File: src/rtl/cascade_pic.sv
module cascade_pic (
  input  logic       clk,
  input  logic       rst_n,
  input  logic       master_role,
  input  logic [1:0] addr,
  input  logic       wr_en,
  input  logic [7:0] wdata,
  output logic [7:0] rdata,
  input  logic [7:0] irq_in,
  output logic       int_out,
  input  logic       ack,
  output logic       vec_valid,
  output logic [7:0] vec_out,
  input  logic [2:0] cas_in,
  output logic [2:0] cas_out,
  output logic       cas_en
);

  typedef enum logic [2:0] {S_WAIT, S_BASE, S_CASC, S_MODE, S_RUN} setup_t;

  setup_t     st;
  logic [7:0] irr, isr, imr, trig, base, casc, prev;
  logic       need_casc, need_mode, aeoi, sel_isr;

  wire ready   = (st == S_RUN);
  wire wr_cmd  = wr_en && addr == 2'd0;
  wire wr_data = wr_en && addr == 2'd1;
  wire wr_trig = wr_en && addr == 2'd2;
  wire icw1    = wr_cmd && wdata[4];
  wire ocw3    = wr_cmd && !wdata[4] && wdata[3] && ready;
  wire seoi    = wr_cmd && !wdata[4] && !wdata[3] && wdata[7:5] == 3'b011 && ready;

  logic [7:0] elig;
  logic [2:0] pick;
  logic       any_elig;

  always_comb begin
    logic blk;
    blk = 1'b0;
    for (int i = 0; i < 8; i++) begin
      blk     = blk | isr[i];
      elig[i] = irr[i] & ~imr[i] & ~blk;
    end
    pick = 3'd7;
    for (int i = 7; i >= 0; i--)
      if (elig[i]) pick = 3'(i);
  end

  assign any_elig = |elig;
  assign int_out  = ready && any_elig;

  wire accept   = ack && ready && (master_role || cas_in == casc[2:0]);
  wire take     = accept && any_elig;
  wire to_slave = take && master_role && casc[pick];
  wire [7:0] take_mask = take ? (8'd1 << pick) : 8'd0;

  always_ff @(posedge clk or negedge rst_n) begin
    if (!rst_n) begin
      prev <= 8'h00;
      irr  <= 8'h00;
    end else begin
      prev <= irq_in;
      irr  <= ((irr & ~take_mask) | (irq_in & ~prev) | (irq_in & trig)) & irq_in;
    end
  end

  always_ff @(posedge clk or negedge rst_n) begin
    if (!rst_n) isr <= 8'h00;
    else if (icw1) isr <= 8'h00;
    else begin
      logic [7:0] nx;
      nx = isr;
      if (take && !aeoi) nx = nx | take_mask;
      if (seoi) nx[wdata[2:0]] = 1'b0;
      isr <= nx;
    end
  end

  always_ff @(posedge clk or negedge rst_n) begin
    if (!rst_n) imr <= 8'hFF;
    else if (icw1) imr <= 8'h00;
    else if (wr_data && ready) imr <= wdata;
  end

  always_ff @(posedge clk or negedge rst_n) begin
    if (!rst_n) trig <= 8'h00;
    else if (wr_trig) trig <= wdata;
  end

  always_ff @(posedge clk or negedge rst_n) begin
    if (!rst_n) begin
      st        <= S_WAIT;
      base      <= 8'h00;
      casc      <= 8'h00;
      need_casc <= 1'b0;
      need_mode <= 1'b0;
      aeoi      <= 1'b0;
      sel_isr   <= 1'b0;
    end else if (icw1) begin
      st        <= S_BASE;
      casc      <= 8'h00;
      need_casc <= ~wdata[1];
      need_mode <= wdata[0];
      aeoi      <= 1'b0;
      sel_isr   <= 1'b0;
    end else begin
      if (ocw3 && wdata[1]) sel_isr <= wdata[0];
      if (wr_data) begin
        case (st)
          S_BASE: begin
            base <= wdata;
            st   <= need_casc ? S_CASC : (need_mode ? S_MODE : S_RUN);
          end
          S_CASC: begin
            casc <= wdata;
            st   <= need_mode ? S_MODE : S_RUN;
          end
          S_MODE: begin
            aeoi <= wdata[1];
            st   <= S_RUN;
          end
          default: ;
        endcase
      end
    end
  end

  always_ff @(posedge clk or negedge rst_n) begin
    if (!rst_n) begin
      vec_valid <= 1'b0;
      vec_out   <= 8'h00;
      cas_en    <= 1'b0;
      cas_out   <= 3'd0;
    end else begin
      vec_valid <= accept && !to_slave;
      cas_en    <= to_slave;
      if (accept) begin
        vec_out <= base + {5'd0, (any_elig ? pick : 3'd7)};
        cas_out <= pick;
      end
    end
  end

  always_comb begin
    case (addr)
      2'd0:    rdata = sel_isr ? isr : irr;
      2'd1:    rdata = imr;
      2'd2:    rdata = trig;
      default: rdata = 8'h00;
    endcase
  end

  a_r2_setup_clears: assert property (@(posedge clk) disable iff (!rst_n)
    icw1 |=> (isr == 8'h00 && imr == 8'h00 && st == S_BASE));
  a_r3_vector_follows_ack: assert property (@(posedge clk) disable iff (!rst_n)
    vec_valid |-> $past(ack));
  a_r5_mask_load: assert property (@(posedge clk) disable iff (!rst_n)
    (wr_data && ready && !icw1) |=> imr == $past(wdata));
  a_r7_specific_eoi: assert property (@(posedge clk) disable iff (!rst_n)
    (seoi && !icw1) |=> !isr[$past(wdata[2:0])]);
  a_r8_auto_eoi: assert property (@(posedge clk) disable iff (!rst_n)
    (aeoi && ack && !seoi && !icw1) |=> isr == $past(isr));
  a_r9_spurious: assert property (@(posedge clk) disable iff (!rst_n)
    (accept && !any_elig && !seoi && !icw1) |=> (isr == $past(isr) && vec_out == $past(base) + 8'd7));
  a_r11_single_target: assert property (@(posedge clk) disable iff (!rst_n)
    !(vec_valid && cas_en));

endmodule

File: config.mk
export PLATFORM = sky130hd
export DESIGN_NAME = cascade_pic
export DESIGN_NICKNAME = d
export VERILOG_FILES = /design/src/rtl/cascade_pic.sv
export SDC_FILE = /design/constraint.sdc
export NUM_CORES = 1
export LEC_CHECK = 0
export BUFFER_PORTS_ARGS = -buffer_cell sky130_fd_sc_hd__buf_4
export CORE_AREA = 5 5 121 123
export DETAILED_ROUTE_END_ITERATION = 12
export DIE_AREA = 0 0 126 128
export GPL_TIMING_DRIVEN = 0
export PLACE_DENSITY_LB_ADDON = 0.08
export SLEW_MARGIN = 10
export SYNTH_ARGS = -nofsm -noshare
export SYNTH_HDL_FRONTEND = slang
export SYNTH_SLANG_ARGS = --single-unit
File: constraint.sdc
create_clock -name clk -period 3.8 [get_ports clk]
set_input_delay 0.38 -clock clk [delete_from_list [all_inputs] [get_ports clk]]
set_output_delay 0.38 -clock clk [all_outputs]
set_load 0.01 [all_outputs]
==> results of run 1 <==
==> power by group through the flow <==
stage	Clock, µW	Combinational, µW	Sequential [µW]
final	988	1240	1250
after global routing	1040	1380	1290
after CTS	1010	1260	1250
after detailed placement	0	1250	1270
after global placement	0	1250	1260
after floorplan	0	835	1240
==> cell type report <==
cell class | count | area [µm²] | area share
clock buffer | 11 | 232.7 | 0.04793
multi-input combinational | 281 | 1883 | 0.3878
sequential | 76 | 1912 | 0.3937
inverter | 24 | 95.09 | 0.01958
clock inverter | 5 | 102.6 | 0.02113
buffer | 14 | 60.06 | 0.01237
tap | 180 | 225.2 | 0.04638
timing repair buffer | 46 | 345.3 | 0.07112
==> kinds of logic after synthesis <==
| family | count (synthesis) | share of synthesized area |
|---|---|---|
| AOI/OAI and AO/OA | 103 | 0.1777 |
| xor gates and xnor gates | 9 | 0.01996 |
| muxes | 38 | 0.1026 |
| buffers and inverters | 38 | 0.03928 |
| and+or+nand+nor | 127 | 0.1619 |
| adders and majority gates | 4 | 0.01457 |
| DFF | 76 | 0.4840 |
==> critical path, stage by stage, from the launching register on <==
cell     delay (ns)
dfrtp_1        0.47
or4_4          0.59
nor4_4         0.28
a21oi_4        0.13
o21ai_4        0.16
inv_6          0.11
ha_1           0.23
fa_1           0.41
a21oi_1        0.18
nor2b_1        0.09
nand3_1        0.10
xor2_1         0.16
a21oi_1        0.08
==> sequential cells by signal (all words and copies together) (netlist names), 3 cells and up <==
register / count
prev: 8
vec_out: 8
casc: 8
st: 3
isr: 8
trig: 8
cas_out: 3
base: 8
irr: 8
imr: 8
==> metrics by stage <==
step,cell area (µm²),utilization
2_1_floorplan,3950,-
3_3_place_gp,4521,0.3334
3_5_place_dp,4521,0.3334
4_1_cts,4856,0.3582
5_1_grt,4856,0.3582
6_report,4856,0.3582
==> per-layer routing <==
layer | vias up | wire [µm] | share of wire
met1 | 1524 | 5612 | 0.48
met4 | 0 | 221 | 0.019
met2 | 60 | 5390 | 0.46
li1 | 1518 | - | -
met5 | - | 0 | 0
met3 | 13 | 408 | 0.035
==> cells in the final DEF, fill, tap and decap left out, types with 3 or more instances in the layout <==
| master | count |
|---|---|
| mux2i_1 | 18 |
| o211a_1 | 3 |
| nand3_1 | 6 |
| a21oi_1 | 21 |
| nor2b_1 | 6 |
| nor3b_1 | 3 |
| nor3_1 | 3 |
| dfrtp_1 | 68 |
| o31ai_1 | 7 |
| xnor2_1 | 7 |
| a31oi_1 | 16 |
| mux2_2 | 13 |
| o21ai_1 | 3 |
| o21ai_0 | 22 |
| inv_1 | 23 |
| clkbuf_1 | 15 |
| ha_1 | 3 |
| buf_4 | 46 |
| dfstp_2 | 8 |
| a211oi_1 | 11 |
| or3_1 | 3 |
| nand2b_1 | 5 |
| mux2_1 | 7 |
| nor2_1 | 39 |
| clkbuf_16 | 9 |
| bufinv_16 | 3 |
| nand2_1 | 42 |
==> path summary, 6_finish.rpt <==
check	startpoint	to	slack, ns	cells past startpoint
min in group asynchronous	rst_n	prev[7]	0.20	1
max in group asynchronous	rst_n	vec_out[0]	2.95	1
setup reg to reg	isr[1]	vec_out[6]	0.69	12
hold / removal	irq_in[5]	prev[5]	0.14	1
setup / recovery	isr[1]	vec_out[6]	0.69	12
hold reg to reg	prev[5]	irr[5]	0.42	1
==> impl_metrics.py, run 1 <==
metrics = {
    "sta": {
        "fmax_mhz": 321.3,
        "final.setup.tns_ns": 0,
        "drv_slew": 0,
        "clock_skew_ns": 0.008294,
        "hold_slack_ns": 0.1427,
        "fin_ws_ns": 0.6875,
        "worstMarginPinSlew_ns": 1.008,
        "setup_viol": 0,
        "period_share": 0.8191,
        "period_minus_slack_ns": 3.112,
        "slew_headroom": 0.3277,
        "hold_viol": 0,
        "rsz0062_at_grt": "false",
    },
    "clocking": {
        "post_cts_resized": 0,
        "cts_tree": "yes",
        "clockRootBuffer": "clkbuf_16",
        "ctsHoldBuffers": 0,
        "post_cts_buffers": 0,
        "clock_latency_ns": 0.35,
        "htreeDepth": 3,
        "clk_path_buf_depth": 2,
        "path_clk_slew_ns": 0.06,
        "cts_buffers": 9,
        "clock_sinks": 76,
    },
    "global_routing": {
        "grt_pass1_wl_mm": 18.79,
        "grt_usage": 0.1519,
        "grtUsageMet3": 0.03625,
        "use_met1": 0.2048,
        "grt_max_degree": 77,
        "grt_pass1_vias": 3214,
        "grt.busiest_layer": "met2",
        "antenna_found_initial": 0,
        "use_met2": 0.2394,
        "gr-total-overflow": 0,
    },
    "cells_and_area": {
        "drive_gt1_frac": 0.2210,
        "fillCellCount": 1412,
        "antenna_cells": 0,
        "finalNonFillerCells": 637,
        "layout-area-overhead-vs-synth_pct": 22.93,
        "fin_nets": 482,
    },
    "floorplan": {
        "core_um2": 13560,
        "start_util": 0.2913,
        "rows": 43,
        "io_pins": 48,
        "die_h_um": 128,
        "die_area_um2": 16130,
        "fp.dieW_um": 126,
    },
    "synth": {
        "async_flop_share": 1.000,
        "yosysSeqAreaShare": 0.4840,
        "yosys-top-cells-count": "dfrtp_1 (68), nand2_1 (42), nor2_1 (39)",
        "synth_nets": 425,
        "synth_top_area_cell": "dfrtp_1",
        "netlist_instances": 395,
        "netlist_area_um2": 3950,
        "synth_ff_type": "dfrtp_1",
        "synth-seq-cells": 76,
        "synth_top_area_share": 0.4308,
        "synth_edf_count": 0,
        "synth_area_leaders": "dfrtp_1 (43%), dfstp_2 (5.3%), mux2i_1 (4.6%)",
        "ys_types": 62,
        "post-synth-top-count-cell": "dfrtp_1",
        "ys_warn_count": 0,
        "synth_area_per_cell_um2": 10.00,
    },
    "placed_design": {
        "dp_hpwl_mm": 8.651,
        "gp_congestion": 0.8311,
        "pre_cts_slack_ns": 0.6619,
        "port_buffers": 46,
        "dp.cells": 621,
    },
    "worst_setup_path": {
        "crit_path_start_kind": "flip-flop",
        "crit_arrival_ns": 3.33,
        "end_kind": "flip-flop",
        "crit_type": "reg2reg",
        "crit_fanout": 9,
        "required_ns": 4.02,
    },
    "route": {
        "routed_wirelength_mm": 11.63,
        "wl_per_cell_um": 18.26,
        "ant_nets": 0,
        "drt_pass1_iterations": 4,
        "drc": 0,
        "vias_per_cell": 4.890,
        "vias": 3115,
        "drtIter0Drc": 136,
    },
    "pwr": {
        "leakagePower_uw": 0.002201,
        "p_clk_frac": 0.284,
        "p_int_uw": 2237,
        "p_seq_frac": 0.360,
        "power.density_nw_per_um2": 715.6,
        "p_total_uw": 3475,
        "power_frac_comb": 0.356,
        "p_sw_frac": 0.3562,
        "ir_drop_mv": 0.2375,
        "switching_power_uw": 1238,
    },
    "min_path": {
        "hp-class": "in2reg",
    },
    "outcome": {
        "outcome": "finished, final reports clean",
    },
    "job": {
        "drv_cap": 0,
    },
}
Power figures use the tool's default switching activity.
==> inputs of run 2 (changes only) <==
- ABC_AREA: unset -> 1
- CORE_AREA: 5 5 121 123 -> 5 5 120 122
- DIE_AREA: 0 0 126 128 -> 0 0 125 127
- clock period: 3.8 -> 2.8 ns (I/O delays scaled with it)
==> run 2 against run 1 <==
Against the previous run: setup slack worse by 0.51 ns; fmax rose by 19%; register-to-register slack worse by 0.51 ns; synthesized area fell by 2.6%; count of clock-buffer cells in the layout grew 3; non-clock buffer count fell by 3; sequential cell count is the same; critical path depth up 3; critical endpoint is now vec_out[7]; largest power group is now combinational logic.
==> impl_metrics.py, run 2 <==
metrics = {
    "clocking": {
        "clockRootBuffer": "clkbuf_16",
        "clk_path_buf_depth": 2,
        "htreeDepth": 3,
        "path_clk_slew_ns": 0.06,
        "clock_latency_ns": 0.34,
        "clock_sinks": 76,
        "cts_buffers": 9,
        "cts_tree": "yes",
        "ctsHoldBuffers": 0,
    },
    "cells_and_area": {
        "multi_input_area_um2": 1600,
        "mostFrequentLayoutCells": "nand2_1 (89), inv_1 (79), dfrtp_1 (68)",
        "fin_nets": 550,
        "drive_gt1_frac": 0.2038,
        "fillCellCount": 1375,
        "antenna_cells": 0,
        "layout_commonest_cell": "nand2_1",
        "layout-area-overhead-vs-synth_pct": 23.28,
        "ff_latch_area_um2": 1912,
    },
    "sta": {
        "rsz0062_at_grt": "true",
        "drv_slew": 0,
        "slew_headroom": 0.3395,
        "final.setup.tns_ns": 0,
        "period_minus_slack_ns": 2.621,
        "clock_skew_ns": 0.01086,
        "setup_viol": 0,
        "period_share": 0.9360,
        "worstMarginPinSlew_ns": 0.9908,
        "fmax_mhz": 381.6,
        "hold_viol": 0,
        "hold_slack_ns": 0.05049,
    },
    "min_path": {
        "hp-class": "in2reg",
    },
    "worst_setup_path": {
        "crit_fanout": 7,
        "crit_path_start_kind": "flip-flop",
        "end_kind": "flip-flop",
        "crit_type": "reg2reg",
        "ff2ff_setup_slack_ns": 0.18,
        "required_ns": 3.05,
        "crit_arrival_ns": 2.87,
    },
    "route": {
        "ant_nets": 0,
        "vias": 3251,
        "drt_pass1_iterations": 4,
        "wl_per_cell_um": 16.38,
        "drtIter0Drc": 207,
        "routed_wirelength_mm": 11.48,
        "drc": 0,
        "vias_per_cell": 4.638,
    },
    "synth": {
        "synth_area_per_cell_um2": 8.367,
        "synth_ff_type": "dfrtp_1",
        "netlist_instances": 460,
        "synth_nets": 490,
        "synth-seq-cells": 76,
        "ys_warn_count": 0,
        "yosys-top-cells-count": "nand2_1 (90), inv_1 (79), dfrtp_1 (68)",
        "ys_types": 37,
        "synth_area_leaders": "dfrtp_1 (44%), nand2_1 (8.8%), inv_1 (7.7%)",
        "netlist_area_um2": 3849,
        "async_flop_share": 1.000,
        "yosysSeqAreaShare": 0.4967,
        "post-synth-top-count-cell": "nand2_1",
        "synth_top_area_share": 0.4421,
        "synth_top_area_cell": "dfrtp_1",
        "synth_edf_count": 0,
    },
    "global_routing": {
        "antenna_found_initial": 0,
        "grt_max_degree": 77,
        "grt_pass1_vias": 3294,
        "grt_usage": 0.1505,
        "grt_pass1_wl_mm": 18.43,
        "gr-total-overflow": 0,
    },
    "outcome": {
        "outcome": "finished, final reports clean",
    },
    "pwr": {
        "p_total_uw": 4944,
        "power.density_nw_per_um2": 1042,
        "leakagePower_uw": 0.002306,
        "ir_drop_mv": 0.3343,
    },
    "placed_design": {
        "port_buffers": 47,
        "gp_congestion": 0.8720,
        "dp_hpwl_mm": 8.828,
    },
    "floorplan": {
        "core_um2": 13090,
        "start_util": 0.2941,
        "die_h_um": 127,
        "fp.dieW_um": 125,
        "io_pins": 48,
        "rows": 42,
        "die_area_um2": 15880,
    },
    "job": {
        "drv_cap": 0,
    },
}
==> run 2: cell types whose count changed in the layout (fill, tap and decap cells not counted), moves of 7 or more <==
cell	delta
inv_2	+7
nor2_1	-12
inv_1	+56
o21ai_0	+28
nand2_1	+47
mux2_2	-12
mux2_1	-7
mux2i_1	-18
nand3_1	+19
a21oi_1	-11
a211oi_1	-11
o221ai_1	+8
==> run 2: timing repair <==
action	CTS	global route
buffers inserted	1	1
gates resized for setup	0	5
pin swaps	1	1
endpoints found under the setup margin	1	3
cloned	0	0
==> run 2: worst paths after layout <==
path                           start  depth (start not counted)    endpoint
max in group asynchronous      rst_n                          1      irr[0]
max                           isr[1]                         15  vec_out[7]
min reg2reg                  prev[3]                          1      irr[3]
min                        irq_in[4]                          1     prev[4]
min in group asynchronous      rst_n                          1  vec_out[2]
max reg2reg                   isr[1]                         15  vec_out[7]
==> run 2: cell families after synthesis <==
group,count (synthesis),share of synthesized area
AND/OR/NAND/NOR,179,0.2246
AO/OA/AOI/OAI,101,0.1570
buffers and inverters,94,0.09233
flip-flops,76,0.4967
XOR/XNOR,5,0.01138
adder cells (fa/ha/maj),4,0.01496
multiplexers,1,0.002926
==> run 2: where the power goes <==
| part | internal [µW] | switching (µW) | leakage (µW) |
|---|---|---|---|
| clock | 715 | 443 | 0.000141 |
| sequential | 1490 | 235 | 0.000927 |
| combinational | 777 | 1290 | 0.00124 |
==> run 2: cell type report <==
cell class,count,share of cell area
clock inverters,2,0.007384
flip-flops and latches,76,0.4030
multi-input cells,290,0.3373
clock buffers,14,0.05353
repair buffers,49,0.07753
plain buffers,8,0.006857
inverters,86,0.06804
well taps,176,0.04641
==> run 2: layer usage <==
metal / track usage / wire length [µm] / vias up
met5: 0 / 0 / -
met4: 0.05038 / 222 / 0
met3: 0.04466 / 504 / 20
met2: 0.2237 / 5203 / 52
met1: 0.2104 / 5549 / 1553
li1: - / - / 1626
==> run 2: metrics by stage <==
step	util	instance area, µm²	instances	setup slack [ns]
after floorplan	-	3849	460	0.3659
after global placement	0.3379	4422	683	-0.05222
after detailed placement	0.3379	4422	683	-0.05299
after CTS	0.3606	4718	700	0.0006635
after global routing	0.3626	4745	701	-0.05593
final	0.3626	4745	701	0.1792
==> run 2: worst max-delay path: stages, from the launching register on <==
cell,delay (ns)
dfrtp_1,0.43
nor2_4,0.16
buf_4,0.14
nand3_2,0.11
nand2_2,0.13
inv_1,0.07
nand2_4,0.12
inv_1,0.14
ha_1,0.38
nand3_1,0.08
nand3_1,0.13
nand2_1,0.09
nor3_2,0.15
nand2_1,0.08
xor2_1,0.14
o21ai_0,0.17
==> inputs of run 3 (changes only) <==
- CTS_BUF_LIST: unset -> sky130_fd_sc_hd__clkbuf_16
==> run 3 against run 2 <==
Against the previous run: critical path depth stayed put; sequential share of layout area is 0.085 points higher; via count is 0.68% higher; core utilization is 0.077 points lower; fmax is 0.15% higher.
==> impl_metrics.py, run 3 (synthesis results as in run 2) <==
metrics = {
    "pwr": {
        "power.density_nw_per_um2": 1036,
        "ir_drop_mv": 0.3329,
        "leakagePower_uw": 0.002317,
        "p_total_uw": 4903,
    },
    "cells_and_area": {
        "fillCellCount": 1378,
        "mostFrequentLayoutCells": "nand2_1 (89), inv_1 (83), dfrtp_1 (68)",
        "layout_commonest_cell": "nand2_1",
        "antenna_cells": 0,
        "layout-area-overhead-vs-synth_pct": 23.02,
        "drive_gt1_frac": 0.2019,
        "fin_nets": 550,
        "fin_area_um2": 4735,
        "finalNonFillerCells": 701,
    },
    "worst_setup_path": {
        "crit_arrival_ns": 2.87,
        "required_ns": 3.05,
        "cp_num_buf_inv": 3,
        "reg2reg_to": "vec_out[7]",
        "worst_r2r_path_depth": 15,
        "r2r_start": "isr[1]",
        "crit_family": "simple AND/OR/NAND/NOR gates",
        "worst-path-stages": 15,
        "crit_path_start_kind": "flip-flop",
        "worstPathCellList": "nor2_4, buf_4, nand3_2, nand2_2, inv_1, nand2_4, inv_1, ha_1, nand3_1, nand3_1, nand2_1, nor3_2, nand2_1, xor2_1, o21ai_0",
        "crit_type": "reg2reg",
        "ff2ff_setup_slack_ns": 0.18,
        "startpoint": "isr[1]",
        "slowest_delay_ns": 0.43,
        "crit_slowest_cell": "dfrtp_1",
        "crit_fanout": 7,
        "crit_path_end": "vec_out[7]",
        "end_kind": "flip-flop",
    },
    "global_routing": {
        "gr-total-overflow": 0,
        "grt_pass1_vias": 3301,
        "grt_max_degree": 77,
        "grt_usage": 0.1505,
        "antenna_found_initial": 0,
        "grt_pass1_wl_mm": 18.44,
    },
    "floorplan": {
        "core_um2": 13090,
        "fp.dieW_um": 125,
        "die_h_um": 127,
        "rows": 42,
        "start_util": 0.2941,
        "io_pins": 48,
        "die_area_um2": 15880,
    },
    "placed_design": {
        "post_dp_cell_area_um2": 4422,
        "gp_congestion": 0.8720,
        "port_buffers": 47,
        "pre_cts_slack_ns": -0.05299,
        "dp.cells": 683,
        "dp_hpwl_mm": 8.828,
    },
    "clocking": {
        "clockRootBuffer": "clkbuf_16",
        "cts_tree": "yes",
        "clk_path_buf_depth": 2,
        "clock_latency_ns": 0.34,
        "clock_sinks": 76,
        "htreeDepth": 3,
        "path_clk_slew_ns": 0.06,
        "cts_buffers": 9,
    },
    "route": {
        "vias_per_cell": 4.669,
        "drc": 0,
        "routed_wirelength_mm": 11.49,
        "vias": 3273,
        "drt_pass1_iterations": 5,
        "wl_per_cell_um": 16.39,
        "ant_nets": 0,
        "drtIter0Drc": 192,
    },
    "sta": {
        "period_share": 0.9346,
        "slew_headroom": 0.3338,
        "worstMarginPinSlew_ns": 0.9993,
        "period_minus_slack_ns": 2.617,
        "fin_ws_ns": 0.1831,
        "final.setup.tns_ns": 0,
        "setup_viol": 0,
        "clock_skew_ns": 0.01083,
        "hold_viol": 0,
        "drv_slew": 0,
        "rsz0062_at_grt": "true",
        "fmax_mhz": 382.1,
    },
    "job": {
        "drv_cap": 0,
    },
    "min_path": {
        "hp-class": "in2reg",
        "min_path_cells": 1,
    },
    "outcome": {
        "outcome": "finished, final reports clean",
    },
}
run 3: what timing repair did:
item,4_1_cts,5_1_grt
resized for setup,0,5
buffers inserted,1,1
setup endpoints to repair,1,3
hold buffers,0,0
pin swaps,1,1
gates cloned,0,0
run 3: per-stage QoR:
step | hold WS [ns] | util
4_1_cts | 0.03681 | 0.3598
6_report | 0.05041 | 0.3618
2_1_floorplan | -0.01559 | -
5_1_grt | 0.03483 | 0.3618
3_3_place_gp | 0.3996 | 0.3379
3_5_place_dp | 0.4009 | 0.3379
run 3: layout make-up:
class | count | area, µm² | share of cell area
buffer | 8 | 32.53 | 0.006871
clock inverter | 7 | 53.80 | 0.01136
tap | 176 | 220.2 | 0.04651
timing repair buffer | 49 | 367.9 | 0.07770
sequential | 76 | 1912 | 0.4038
inverter | 86 | 322.8 | 0.06818
clock buffer | 9 | 225.2 | 0.04757
multi-input combinational | 290 | 1600 | 0.3380
run 3: metal layers:
layer | wire [µm] | global-route usage | share of wire
met1 | 5563 | 0.2101 | 0.48
met2 | 5171 | 0.2243 | 0.45
met3 | 553 | 0.04466 | 0.048
met4 | 200 | 0.05038 | 0.017
met5 | 0 | 0 | 0
run 3: worst min-delay path by stage:
stage          slack [ns]      start       to
2_1_floorplan       -0.02      rst_n     aeoi
3_3_place_gp         0.40  irq_in[0]  prev[0]
3_5_place_dp         0.40  irq_in[7]  prev[7]
4_1_cts              0.04  irq_in[3]  prev[3]
5_1_grt              0.03  irq_in[3]  prev[3]
6_report             0.05  irq_in[4]  prev[4]
run 3: power breakdown:
group | internal, µW | leakage (µW) | total, µW | switching [µW]
combinational | 777 | 0.00124 | 2060 | 1290
sequential | 1490 | 0.000927 | 1720 | 236
clock | 672 | 0.000152 | 1110 | 442
total | 2940 | 0.00232 | 4900 | 1970
